## src/rtl/sertx_pkg.sv

```systemverilog
// Shared constants, the parity-mode type and the size decode for the
// serial frame transmitter. Assumes at most 9 character bits per frame.
package sertx_pkg;
    localparam int unsigned CHAR_MAX = 9;
    localparam int unsigned FRAME_W  = CHAR_MAX + 4;

    typedef enum logic [1:0] {
        PAR_NONE = 2'b00,
        PAR_RSVD = 2'b01,
        PAR_EVEN = 2'b10,
        PAR_ODD  = 2'b11
    } par_mode_e;

    // Size code to number of character bits; unlisted codes mean 8.
    function automatic logic [3:0] char_len(input logic [2:0] code);
        case (code)
            3'b000:  return 4'd5;
            3'b001:  return 4'd6;
            3'b010:  return 4'd7;
            3'b111:  return 4'd9;
            default: return 4'd8;
        endcase
    endfunction
endpackage

```

## src/rtl/sertx_pack.sv

```systemverilog
// Combinational frame builder: places start, character, parity and stop
// bits into one vector, with bit 0 sent first, and reports how many bits
// the frame has. Positions past the frame length are filled with 1.
// Assumes FW is at least CHAR_MAX + 4.
module sertx_pack
    import sertx_pkg::*;
#(
    parameter int unsigned FW = FRAME_W
) (
    input  logic [CHAR_MAX-1:0] chr,
    input  logic [2:0]          size_code,
    input  logic [1:0]          par_mode,
    input  logic                two_stop,
    output logic [FW-1:0]       frame,
    output logic [3:0]          nbits
);
    logic [3:0] n;
    logic       ones;
    logic       par_en;
    logic       par_bit;

    // Build the frame vector and its length from the format fields.
    always_comb begin
        n      = char_len(size_code);
        par_en = par_mode[1];
        ones   = 1'b0;
        frame  = '1;
        frame[0] = 1'b0;
        for (int i = 0; i < int'(CHAR_MAX); i++) begin
            if (i < int'(n)) begin
                frame[i+1] = chr[i];
                ones       = ones ^ chr[i];
            end
        end
        par_bit = (par_mode == PAR_ODD) ? ~ones : ones;
        if (par_en) frame[n + 4'd1] = par_bit;
        nbits = 4'd2 + n + {3'b000, par_en} + {3'b000, two_stop};
    end
endmodule

```

## src/rtl/sertx_baud.sv

```systemverilog
// Bit-time counter: while run is high it produces one tick every
// last + 1 clocks. It rests at zero while idle. The >= compare makes it
// recover within one clock if last shrinks during a frame.
// Assumes last is at least 1.
module sertx_baud #(
    parameter int unsigned CW = 21
) (
    input  logic          clk,
    input  logic          rst_n,
    input  logic          run,
    input  logic [CW-1:0] last,
    output logic          tick
);
    logic [CW-1:0] cnt;

    assign tick = run && (cnt >= last);

    // Count clocks within the current bit; restart at each bit boundary.
    always_ff @(posedge clk) begin
        if (!rst_n)             cnt <= '0;
        else if (!run || tick)  cnt <= '0;
        else                    cnt <= cnt + 1'b1;
    end

    a_r3_tick_gap: assert property (@(posedge clk) disable iff (!rst_n)
        tick |=> !tick);
endmodule

```

## src/rtl/sertx_shift.sv

```systemverilog
// Frame shift register: loads a built frame and shifts one bit out per
// tick until the count of frame bits reaches zero. frame_end marks the
// tick that closes the last stop bit. Assumes load is only asserted
// when idle or on frame_end.
module sertx_shift #(
    parameter int unsigned FW = 13,
    parameter int unsigned LW = 4
) (
    input  logic          clk,
    input  logic          rst_n,
    input  logic          load,
    input  logic [FW-1:0] frame,
    input  logic [LW-1:0] nbits,
    input  logic          tick,
    output logic          txd,
    output logic          busy,
    output logic          frame_end
);
    logic [FW-1:0] sr;
    logic [LW-1:0] left;

    assign frame_end = busy && tick && (left == LW'(1));
    assign txd       = busy ? sr[0] : 1'b1;

    // Load a new frame or step to the next bit on each tick.
    always_ff @(posedge clk) begin
        if (!rst_n) begin
            busy <= 1'b0;
            sr   <= '1;
            left <= '0;
        end else if (load) begin
            busy <= 1'b1;
            sr   <= frame;
            left <= nbits;
        end else if (busy && tick) begin
            sr   <= {1'b1, sr[FW-1:1]};
            left <= left - 1'b1;
            if (left == LW'(1)) busy <= 1'b0;
        end
    end

    a_r2_start_low: assert property (@(posedge clk) disable iff (!rst_n)
        $rose(busy) |-> !txd);
    a_r6_last_is_stop: assert property (@(posedge clk) disable iff (!rst_n)
        (busy && left == LW'(1)) |-> txd);
    a_r7_load_when_free: assert property (@(posedge clk) disable iff (!rst_n)
        load |-> (!busy || frame_end));
endmodule

```

## src/rtl/sertx_frame.sv

```systemverilog
// Top level of the serial frame transmitter: a holding register in front
// of the shift stage, a bit-time counter, and two status flags with
// masked interrupt requests. Format fields are sampled when a character
// moves from the holding register into the shift register.
module sertx_frame
    import sertx_pkg::*;
#(
    parameter int unsigned DIV_W = 16
) (
    input  logic             clk,
    input  logic             rst_n,
    input  logic             wr_en,
    input  logic [7:0]       wr_data,
    input  logic             wr_bit8,
    input  logic             tx_enable,
    input  logic [2:0]       size_code,
    input  logic [1:0]       par_mode,
    input  logic             two_stop,
    input  logic [DIV_W-1:0] divisor,
    input  logic             dbl_speed,
    input  logic             done_clr,
    input  logic             empty_ie,
    input  logic             done_ie,
    output logic             txd,
    output logic             empty_flag,
    output logic             done_flag,
    output logic             empty_irq,
    output logic             done_irq
);
    localparam int unsigned CW = DIV_W + 5;
    localparam int unsigned LW = 4;

    logic                hold_full;
    logic [CHAR_MAX-1:0] hold_chr;
    logic                done_q;
    logic                busy;
    logic                frame_end;
    logic                tick;
    logic                load;
    logic [FRAME_W-1:0]  frame;
    logic [LW-1:0]       nbits;
    logic [CW-1:0]       span;
    logic [CW-1:0]       last;

    assign load = hold_full && tx_enable && (!busy || frame_end);
    assign span = ({{5{1'b0}}, divisor} + CW'(1)) << (dbl_speed ? 3 : 4);
    assign last = span - CW'(1);

    // Holding register: a write fills it, and a move to the shifter frees it.
    always_ff @(posedge clk) begin
        if (!rst_n) begin
            hold_full <= 1'b0;
            hold_chr  <= '0;
        end else if (wr_en) begin
            hold_full <= 1'b1;
            hold_chr  <= {wr_bit8, wr_data};
        end else if (load) begin
            hold_full <= 1'b0;
        end
    end

    // Line-quiet flag: set when a frame closes with no follower; a set beats a clear.
    always_ff @(posedge clk) begin
        if (!rst_n)                   done_q <= 1'b0;
        else if (frame_end && !load)  done_q <= 1'b1;
        else if (done_clr)            done_q <= 1'b0;
    end

    sertx_pack #(.FW(FRAME_W)) u_pack (
        .chr       (hold_chr),
        .size_code (size_code),
        .par_mode  (par_mode),
        .two_stop  (two_stop),
        .frame     (frame),
        .nbits     (nbits)
    );

    sertx_baud #(.CW(CW)) u_baud (
        .clk   (clk),
        .rst_n (rst_n),
        .run   (busy),
        .last  (last),
        .tick  (tick)
    );

    sertx_shift #(.FW(FRAME_W), .LW(LW)) u_shift (
        .clk       (clk),
        .rst_n     (rst_n),
        .load      (load),
        .frame     (frame),
        .nbits     (nbits),
        .tick      (tick),
        .txd       (txd),
        .busy      (busy),
        .frame_end (frame_end)
    );

    assign empty_flag = !hold_full;
    assign done_flag  = done_q;
    assign empty_irq  = empty_flag && empty_ie;
    assign done_irq   = done_flag && done_ie;

    a_r7_write_fills: assert property (@(posedge clk) disable iff (!rst_n)
        wr_en |=> !empty_flag);
    a_r8_done_on_close: assert property (@(posedge clk) disable iff (!rst_n)
        $fell(busy) |-> done_flag);
    a_r10_no_start_disabled: assert property (@(posedge clk) disable iff (!rst_n)
        (!tx_enable && !busy) |=> !busy);
    a_r1_idle_high: assert property (@(posedge clk) disable iff (!rst_n)
        !busy |-> txd);
endmodule

```

## config.mk

```make
export PLATFORM = sky130hd
export DESIGN_NAME = sertx_frame
export DESIGN_NICKNAME = d
export VERILOG_FILES = /design/src/rtl/sertx_pkg.sv /design/src/rtl/sertx_pack.sv /design/src/rtl/sertx_baud.sv /design/src/rtl/sertx_shift.sv /design/src/rtl/sertx_frame.sv
export SDC_FILE = /design/constraint.sdc
export NUM_CORES = 1
export LEC_CHECK = 0
export ABC_AREA = 1
export BUFFER_PORTS_ARGS = -buffer_cell sky130_fd_sc_hd__buf_2
export CAP_MARGIN = 20
export CELL_PAD_IN_SITES_DETAIL_PLACEMENT = 1
export CELL_PAD_IN_SITES_GLOBAL_PLACEMENT = 1
export CORE_AREA = 2 2 120 98
export DETAILED_ROUTE_END_ITERATION = 7
export DIE_AREA = 0 0 122 100
export GPL_TIMING_DRIVEN = 0
export PLACE_DENSITY = 0.72
export SYNTH_ARGS = -nofsm -noshare
export SYNTH_HDL_FRONTEND = slang
export SYNTH_SLANG_ARGS = --single-unit
```

## constraint.sdc

```tcl
create_clock -name clk -period 4.6 [get_ports clk]
set_input_delay 0.46 -clock clk [delete_from_list [all_inputs] [get_ports clk]]
set_output_delay 0.46 -clock clk [all_outputs]
set_load 0.1 [all_outputs]
```

==> results of run 1 <==
## cell type report
class / instances / area share [%]
Inverter: 107 / 8.18
Multi-Input combinational cell: 518 / 58.1
Sequential cell: 50 / 20.2
Timing Repair Buffer: 44 / 4.49
Buffer: 13 / 1.31
Clock buffer: 6 / 2.80
Tap cell: 148 / 3.74
Clock inverter: 2 / 1.21
## report_power, final
| part | switching [mW] | internal (mW) |
|---|---|---|
| sequential | 0.0125 | 0.449 |
| combinational | 0.180 | 0.0892 |
| clock | 0.166 | 0.327 |
| total | 0.359 | 0.865 |
## sequential cells by signal, indices dropped and copies added (netlist names)
register and flops:
hold_chr 9, done_flag 1, u_shift.sr 13, hold_full 1
u_shift.busy 1, u_shift.left 4, u_baud.cnt 21
## kinds of logic after synthesis
family	Yosys count	share of synthesized area, %
and+or+nand+nor	393	42.5
buffers and inverters	121	10.9
AOI/OAI and AO/OA	66	9.27
DFF	50	23.2
adders and majority gates	29	8.57
xor gates and xnor gates	27	5.47
other	2	0.174
## worst max-delay path by stage
stage | endpoint | slack, ps | startpoint
after global routing | u_shift.left[1] | 30 | divisor[0]
after CTS | u_shift.sr[11] | 110 | dbl_speed
final | u_shift.sr[1] | 530 | divisor[0]
after floorplan | u_shift.sr[11] | 700 | dbl_speed
after global placement | u_shift.sr[11] | -490 | dbl_speed
after detailed placement | u_shift.sr[11] | -670 | dbl_speed
## metrics by stage
step           cells  util (%)
2_1_floorplan    689         -
3_3_place_gp     880      42.3
3_5_place_dp     880      42.3
4_1_cts          887      44.1
5_1_grt          888      44.4
6_report         888      44.4
## routing by layer
metal | vias to the layer above | routed length (um) | track usage, % | share of wire, %
li1 | 2310 | - | - | -
met2 | 64 | 5280 | 33.1 | 42
met4 | 0 | 68 | 2.65 | 0.55
met3 | 7 | 458 | 3.75 | 3.7
met5 | - | 0 | 0 | 0
met1 | 2159 | 6640 | 32.7 | 53
## cell usage after synthesis, drive strengths merged
library cell	instances
a21boi	1
a21o	1
a21oi	25
a31o	1
a31oi	1
buf	7
clkbuf	7
clkinv	4
conb	2
dfxtp	50
fa	1
ha	28
inv	103
nand2	195
nand3	81
nand4	20
nor2	75
nor3	14
nor3b	3
nor4	2
o2111ai	7
o211ai	2
o21ai	24
o21bai	3
o31ai	1
or2	3
xnor2	5
xor2	22
## worst min-delay path, delay by kind of cell
family / cells / cell delay [ps]
buf+inv: 1 / 70
simple gates: 2 / 110
## timing repair
action	4_1_cts	5_1_grt
setup buffers	0	1
pin swaps	0	1
cloned	0	0
endpoints found under the setup margin	39	39
resized for setup	1	10
==> results.ini, run 1 <==
[setup_path]
crit_family = simple AND/OR/NAND/NOR gates
cp.depth = 28
cp_max_fo = 10
crit_buf_inv = 2
timing.rr.start = u_baud.cnt[18]
max_stage_delay_ps = 310
path_class = in -> reg
end_kind = flip-flop
reg2reg_depth = 15
reg2reg_slack_ps = 2170
startpoint_type = input port
crit_slowest_cell = ha_2
arrival_ps = 4230
cp.required_ps = 4760
cp_common_cell = nand2_1
timing.rr.end = u_shift.sr[1]

[floorplan]
core_um2 = 11200
num_rows = 35
die_width_um = 122
die_area_um2 = 12200
die_y_um = 100
ios = 44
start_util_pct = 38.7

[timing]
fin_setup_tns_ps = 0
finClkSkew_ps = 3.23
slew_viol_final = 0
holdWs_ps = 388
finalSetupViolCount = 0
fin_crit_ps = 4070
max_freq_mhz = 246
slew-limit-headroom_pct = 58.1
tightest_slew_ps = 628
layout_setup_ws_ps = 527
timing.final.crit_share_pct = 88.5
hold_violations = 0
rsz0062_at_grt = false

[layout]
layout_common_cells = 179 x nand2_1, 98 x inv_1, 75 x nand3_1
seq_area_um2 = 1000
layout.nets = 807
final_layout_size_suffix_gt1_share_pct = 15.4
fillerInstances = 1543
final_common_cell = nand2_1
area_delta_synth_final_pct = 14.7
multi_input_area_um2 = 2880
finalInstanceArea_um2 = 4960
diodes = 0

[pwr]
finalPower_mw = 1.22
leakage_nw = 2.41
peakVddDrop_mv = 0.188
p_per_area_nw_per_um2 = 247

[logic_synthesis]
yosysSeqAreaShare_pct = 23.2
netlist_instances = 688
synthDistinctLibCells = 41
ys_warn_count = 0
yosys.area.top_type = dfxtp_1
synth.top_cells.by_area = dfxtp_1 23%, nand2_1 16%, nand3_1 8.7%
yosys.area.top_type_share_pct = 23.2
syn_area_per_cell_um2 = 6.28
syn-cell-area_um2 = 4320
ys_ff_latch = 50

[clock_network]
hold_buffers = 0
clock_sinks = 50
htree_levels = 2
cts_max_path_buffers = 2
clkTransAtPathRegs_ps = 70
clkLatencyLatePin_ps = 290
numCtsBuffers = 5
cts_tree = yes
cts_root_buf = clkbuf_16

[global_route]
grt_max_degree = 19
overflow = 0
grt_pass1_vias = 4502
grt_pass1_wl_um = 21400
track_usage_pct = 21.7
antenna_found_initial = 0

[placed_design]
place_area_um2 = 4720
portBuffers = 43
gp_congestion = 0.886
dp_hpwl_um = 10300
place_ws_ps = -675

[status]
status = finished, final reports clean

[job]
maxCapViolCount = 0

[min_path]
min_to = hold_chr[8]
hold_path_depth = 3
hold_path.class = in -> reg
min_from = wr_bit8

[route]
vias = 4540
drt_drc_violations_left = 0
vias_per_cell = 5.11
firstDrtPassIters = 4
routedWlPerCell_um = 14.0
wirelength_um = 12400
drtAntennaViolNets = 0
drt_first_iter_violations = 252

Note: power is estimated with default switching activity, not from simulation.
==> inputs of run 2 (changes only) <==
--- a/config.mk
+++ b/config.mk
@@ -15,6 +15,7 @@
 export DIE_AREA = 0 0 122 100
 export GPL_TIMING_DRIVEN = 0
 export PLACE_DENSITY = 0.72
+export RECOVER_POWER = 100
 export SYNTH_ARGS = -nofsm -noshare
 export SYNTH_HDL_FRONTEND = slang
 export SYNTH_SLANG_ARGS = --single-unit
==> run 2 against run 1 <==
Setup slack improved by 16 ps. Largest cell class unchanged. Highest routed layer unchanged. Critical path type unchanged. Critical path depth unchanged. Via count barely moved.
==> results.ini, run 2 (synthesis results as in run 1) <==
[placed_design]
gp_congestion = 0.886
dp_hpwl_um = 10300
portBuffers = 43

[floorplan]
die_area_um2 = 12200
die_y_um = 100
die_width_um = 122
start_util_pct = 38.7
ios = 44
num_rows = 35
core_um2 = 11200

[global_route]
track_usage_pct = 21.7
overflow = 0
antenna_found_initial = 0
grt_pass1_vias = 4502
grt_max_degree = 19
grt_pass1_wl_um = 21400

[layout]
area_delta_synth_final_pct = 14.6
layout_common_cells = 179 x nand2_1, 98 x inv_1, 75 x nand3_1
final_common_cell = nand2_1
largest_reg_flops = 21
final_layout_size_suffix_gt1_share_pct = 14.7
diodes = 0
layout.nets = 807
top_regs = u_baud.cnt: 21 flops, u_shift.sr: 13 flops, hold_chr: 9 flops
top_register = u_baud.cnt

[clock_network]
cts_max_path_buffers = 2
cts_tree = yes
clock_sinks = 50
clkLatencyLatePin_ps = 290
htree_levels = 2
clkTransAtPathRegs_ps = 70
numCtsBuffers = 5
hold_buffers = 0
cts_root_buf = clkbuf_16

[timing]
fin_crit_ps = 4060
timing.final.crit_share_pct = 88.2
slew_viol_final = 0
slew-limit-headroom_pct = 22.9
finalSetupViolCount = 0
hold_violations = 0
max_freq_mhz = 246
finClkSkew_ps = 2.69
tightest_slew_ps = 1160
holdWs_ps = 389
rsz0062_at_grt = false
fin_setup_tns_ps = 0

[setup_path]
startpoint_type = input port
cp.required_ps = 4760
arrival_ps = 4210
end_kind = flip-flop
path_class = in -> reg
cp_max_fo = 10

[pwr]
leakage_nw = 2.39
p_per_area_nw_per_um2 = 247
peakVddDrop_mv = 0.188

[route]
vias = 4539
wirelength_um = 12400
firstDrtPassIters = 4
drtAntennaViolNets = 0
drt_first_iter_violations = 252
routedWlPerCell_um = 14.0
vias_per_cell = 5.11
drt_drc_violations_left = 0

[job]
maxCapViolCount = 0

[status]
status = finished, final reports clean

[min_path]
hold_path.class = in -> reg

[run 2: through the flow]
step	worst slack, ps	power, mW	cell area [um2]	util (%)	cells
6_report	542	1.22	4950	44.3	888
5_1_grt	34.9	1.29	4950	44.3	888
4_1_cts	112	1.23	4920	44.1	887
3_5_place_dp	-675	0.735	4720	42.3	880
3_3_place_gp	-495	0.720	4720	42.3	880
2_1_floorplan	702	0.654	4320	-	689
[run 2: final cells by class]
type,instances,area [um2]
Fill cell,1544,6220
Multi-Input combinational cell,518,2880
Sequential cell,50,1000
Inverter,107,405
Timing Repair Buffer,44,216
Tap cell,148,185
Clock buffer,6,139
Buffer,13,65.1
Clock inverter,2,60.1
[run 2: final timing paths]
kind	startpoint	to	slack [ps]	depth (start not counted)
max	divisor[0]	u_shift.sr[9]	540	28
min	wr_bit8	hold_chr[8]	390	3
min reg2reg	u_shift.sr[12]	u_shift.sr[12]	470	2
max reg2reg	u_baud.cnt[18]	u_shift.left[1]	2190	16
[run 2: what timing repair did]
action / in CTS / in global routing
setup buffers: 0 / 1
setup endpoints to repair: 39 / 39
gates cloned: 0 / 0
resized for setup: 1 / 10
hold endpoints to repair: 0 / 0
pin swaps: 0 / 1
[run 2: power by group]
group	switching (mW)	internal, mW
clock	0.167	0.327
sequential	0.0124	0.449
combinational	0.180	0.0888
[run 2: layer usage]
layer	GRT usage [%]	part of all wire [%]
met1	32.7	53
met2	33.1	42
met3	3.75	4.3
met4	2.65	0.51
met5	0	0
[run 2: critical path: stages]
cell      delay [ps]
buf_2            170
ha_2             310
o21ai_2          160
ha_1             150
o21ai_0          140
nor2_2           140
nand3_1          160
nor2_4           180
nand3_4          100
nor2_4           170
nand3_2           70
nand2_1           70
nand2_1           60
ha_1             280
nand2_1           50
nor2_1           160
nand2_1          140
nor2_1           110
nand2_1          100
nand2_1           80
nor2_1            60
nand2_2          120
a21boi_0         120
nor2_1           160
buf_2            240
nand3_1          100
nand2_1           70
nand3_1           60
==> inputs of run 3 (changes only) <==
--- a/config.mk
+++ b/config.mk
@@ -10,9 +10,9 @@
 export CAP_MARGIN = 20
 export CELL_PAD_IN_SITES_DETAIL_PLACEMENT = 1
 export CELL_PAD_IN_SITES_GLOBAL_PLACEMENT = 1
-export CORE_AREA = 2 2 120 98
+export CORE_AREA = 2 2 128 92
 export DETAILED_ROUTE_END_ITERATION = 7
-export DIE_AREA = 0 0 122 100
+export DIE_AREA = 0 0 130 94
 export GPL_TIMING_DRIVEN = 0
 export PLACE_DENSITY = 0.72
 export RECOVER_POWER = 100
==> run 3 against run 2 <==
Maximum frequency fell by 3.3%. Power barely moved. Critical path depth did not move. Sequential cell count did not move. Final area did not move. Sequential power barely moved. Non-clock buffer count did not move. Critical path type unchanged.
==> results.ini, run 3 (synthesis results as in run 1) <==
[pwr]
peakVddDrop_mv = 0.150
p_per_area_nw_per_um2 = 247
finalPower_mw = 1.22
leakage_nw = 2.39

[timing]
slew_viol_final = 0
finClkSkew_ps = 8.71
max_freq_mhz = 238
hold_violations = 0
layout_setup_ws_ps = 404
holdWs_ps = 392
fin_setup_tns_ps = 0
finalSetupViolCount = 0
slew-limit-headroom_pct = 22.5
fin_crit_ps = 4200
timing.final.crit_share_pct = 91.2
tightest_slew_ps = 1170

[setup_path]
arrival_ps = 4360
cp_common_cell = nand2_1
cp.required_ps = 4760
max_stage_delay_ps = 300
cp_max_fo = 10
crit_slowest_cell = ha_2
end_kind = flip-flop
path_class = in -> reg
startpoint_type = input port

[route]
wirelength_um = 12800
vias = 4558
drt-met1-wl_um = 7180
top_layer = met4
firstDrtPassIters = 4
drt_drc_violations_left = 0
vias_per_cell = 5.10
wl_met2_um = 5140
routedWlPerCell_um = 14.4
drtAntennaViolNets = 0
met3_length_um = 427
drt_first_iter_violations = 248

[status]
status = finished, final reports clean

[global_route]
antenna_found_initial = 0
grt_max_degree = 19
grt_pass1_wl_um = 21400
overflow = 0
track_usage_pct = 22.0
grt_pass1_vias = 4461

[placed_design]
place_area_um2 = 4730
place_ws_ps = -750
gp_congestion = 0.925
portBuffers = 43
dp_hpwl_um = 10600
dp.cells = 885

[floorplan]
die_width_um = 130
core_um2 = 10900
start_util_pct = 39.5
ios = 44
num_rows = 32
die_y_um = 94
die_area_um2 = 12200

[clock_network]
numCtsBuffers = 5
clkTransAtPathRegs_ps = 70
cts_max_path_buffers = 2
clkLatencyLatePin_ps = 300
clock_sinks = 50
htree_levels = 2
hold_buffers = 0
cts_tree = yes
cts_root_buf = clkbuf_16

[min_path]
hold_path.class = in -> reg

[layout]
largest_reg_flops = 21
seq_area_um2 = 1000
diodes = 0
top_register = u_baud.cnt
final_layout_size_suffix_gt1_share_pct = 14.7
layout_common_cells = 180 x nand2_1, 98 x inv_1, 75 x nand3_1
layout.nets = 807
finalInstanceArea_um2 = 4950
multi_input_area_um2 = 2880
fillerInstances = 1500
top_regs = u_baud.cnt: 21 flops, u_shift.sr: 13 flops, hold_chr: 9 flops
finish.utilization_pct = 45.3
final_common_cell = nand2_1
area_delta_synth_final_pct = 14.6
stdcell_count = 893

[job]
maxCapViolCount = 0

[run 3: changes by cell type in the layout (fill, tap and decap cells not counted), sizes merged]
cell	before	now
buf	44	45
clkbuf	19	17
clkinv	3	4
[run 3: repair_timing]
action,in CTS,in global routing
pin swaps,0,1
resized for setup,1,11
setup buffers,0,1
setup endpoints to repair,39,39
[run 3: critical path, delay by kind of cell]
family | cells | cell delay, ps
and+or+nand+nor | 20 | 2250
buffers and inverters | 2 | 400
AOI/OAI and AO/OA | 3 | 480
adders and majority gates | 3 | 750
[run 3: metal layers]
metal | vias up | track usage, %
met4 | 0 | 3.32
met2 | 68 | 31.7
met5 | - | 0
met3 | 8 | 3.19
li1 | 2328 | -
met1 | 2154 | 34.8
[run 3: layout make-up]
type	instances	share of cell area, %
Buffer	13	1.31
Clock buffer	5	2.53
Clock inverter	3	1.39
Inverter	107	8.19
Multi-Input combinational cell	518	58.1
Sequential cell	50	20.2
Tap cell	153	3.87
Timing Repair Buffer	44	4.37
[run 3: final timing paths]
path                                      from        endpoint  slack [ps]  depth (start not counted)
worst max-delay path                divisor[0]   u_shift.sr[1]         400                         28
worst min-delay path                wr_data[5]     hold_chr[5]         390                          3
worst max register to register  u_baud.cnt[12]   u_shift.sr[1]        2180                         15
worst min register to register  u_shift.sr[12]  u_shift.sr[12]         460                          2
[run 3: where the power goes]
group / internal, mW / switching [mW]
Combinational: 0.0887 / 0.182
Sequential: 0.449 / 0.0132
Clock: 0.313 / 0.179
Total: 0.851 / 0.373
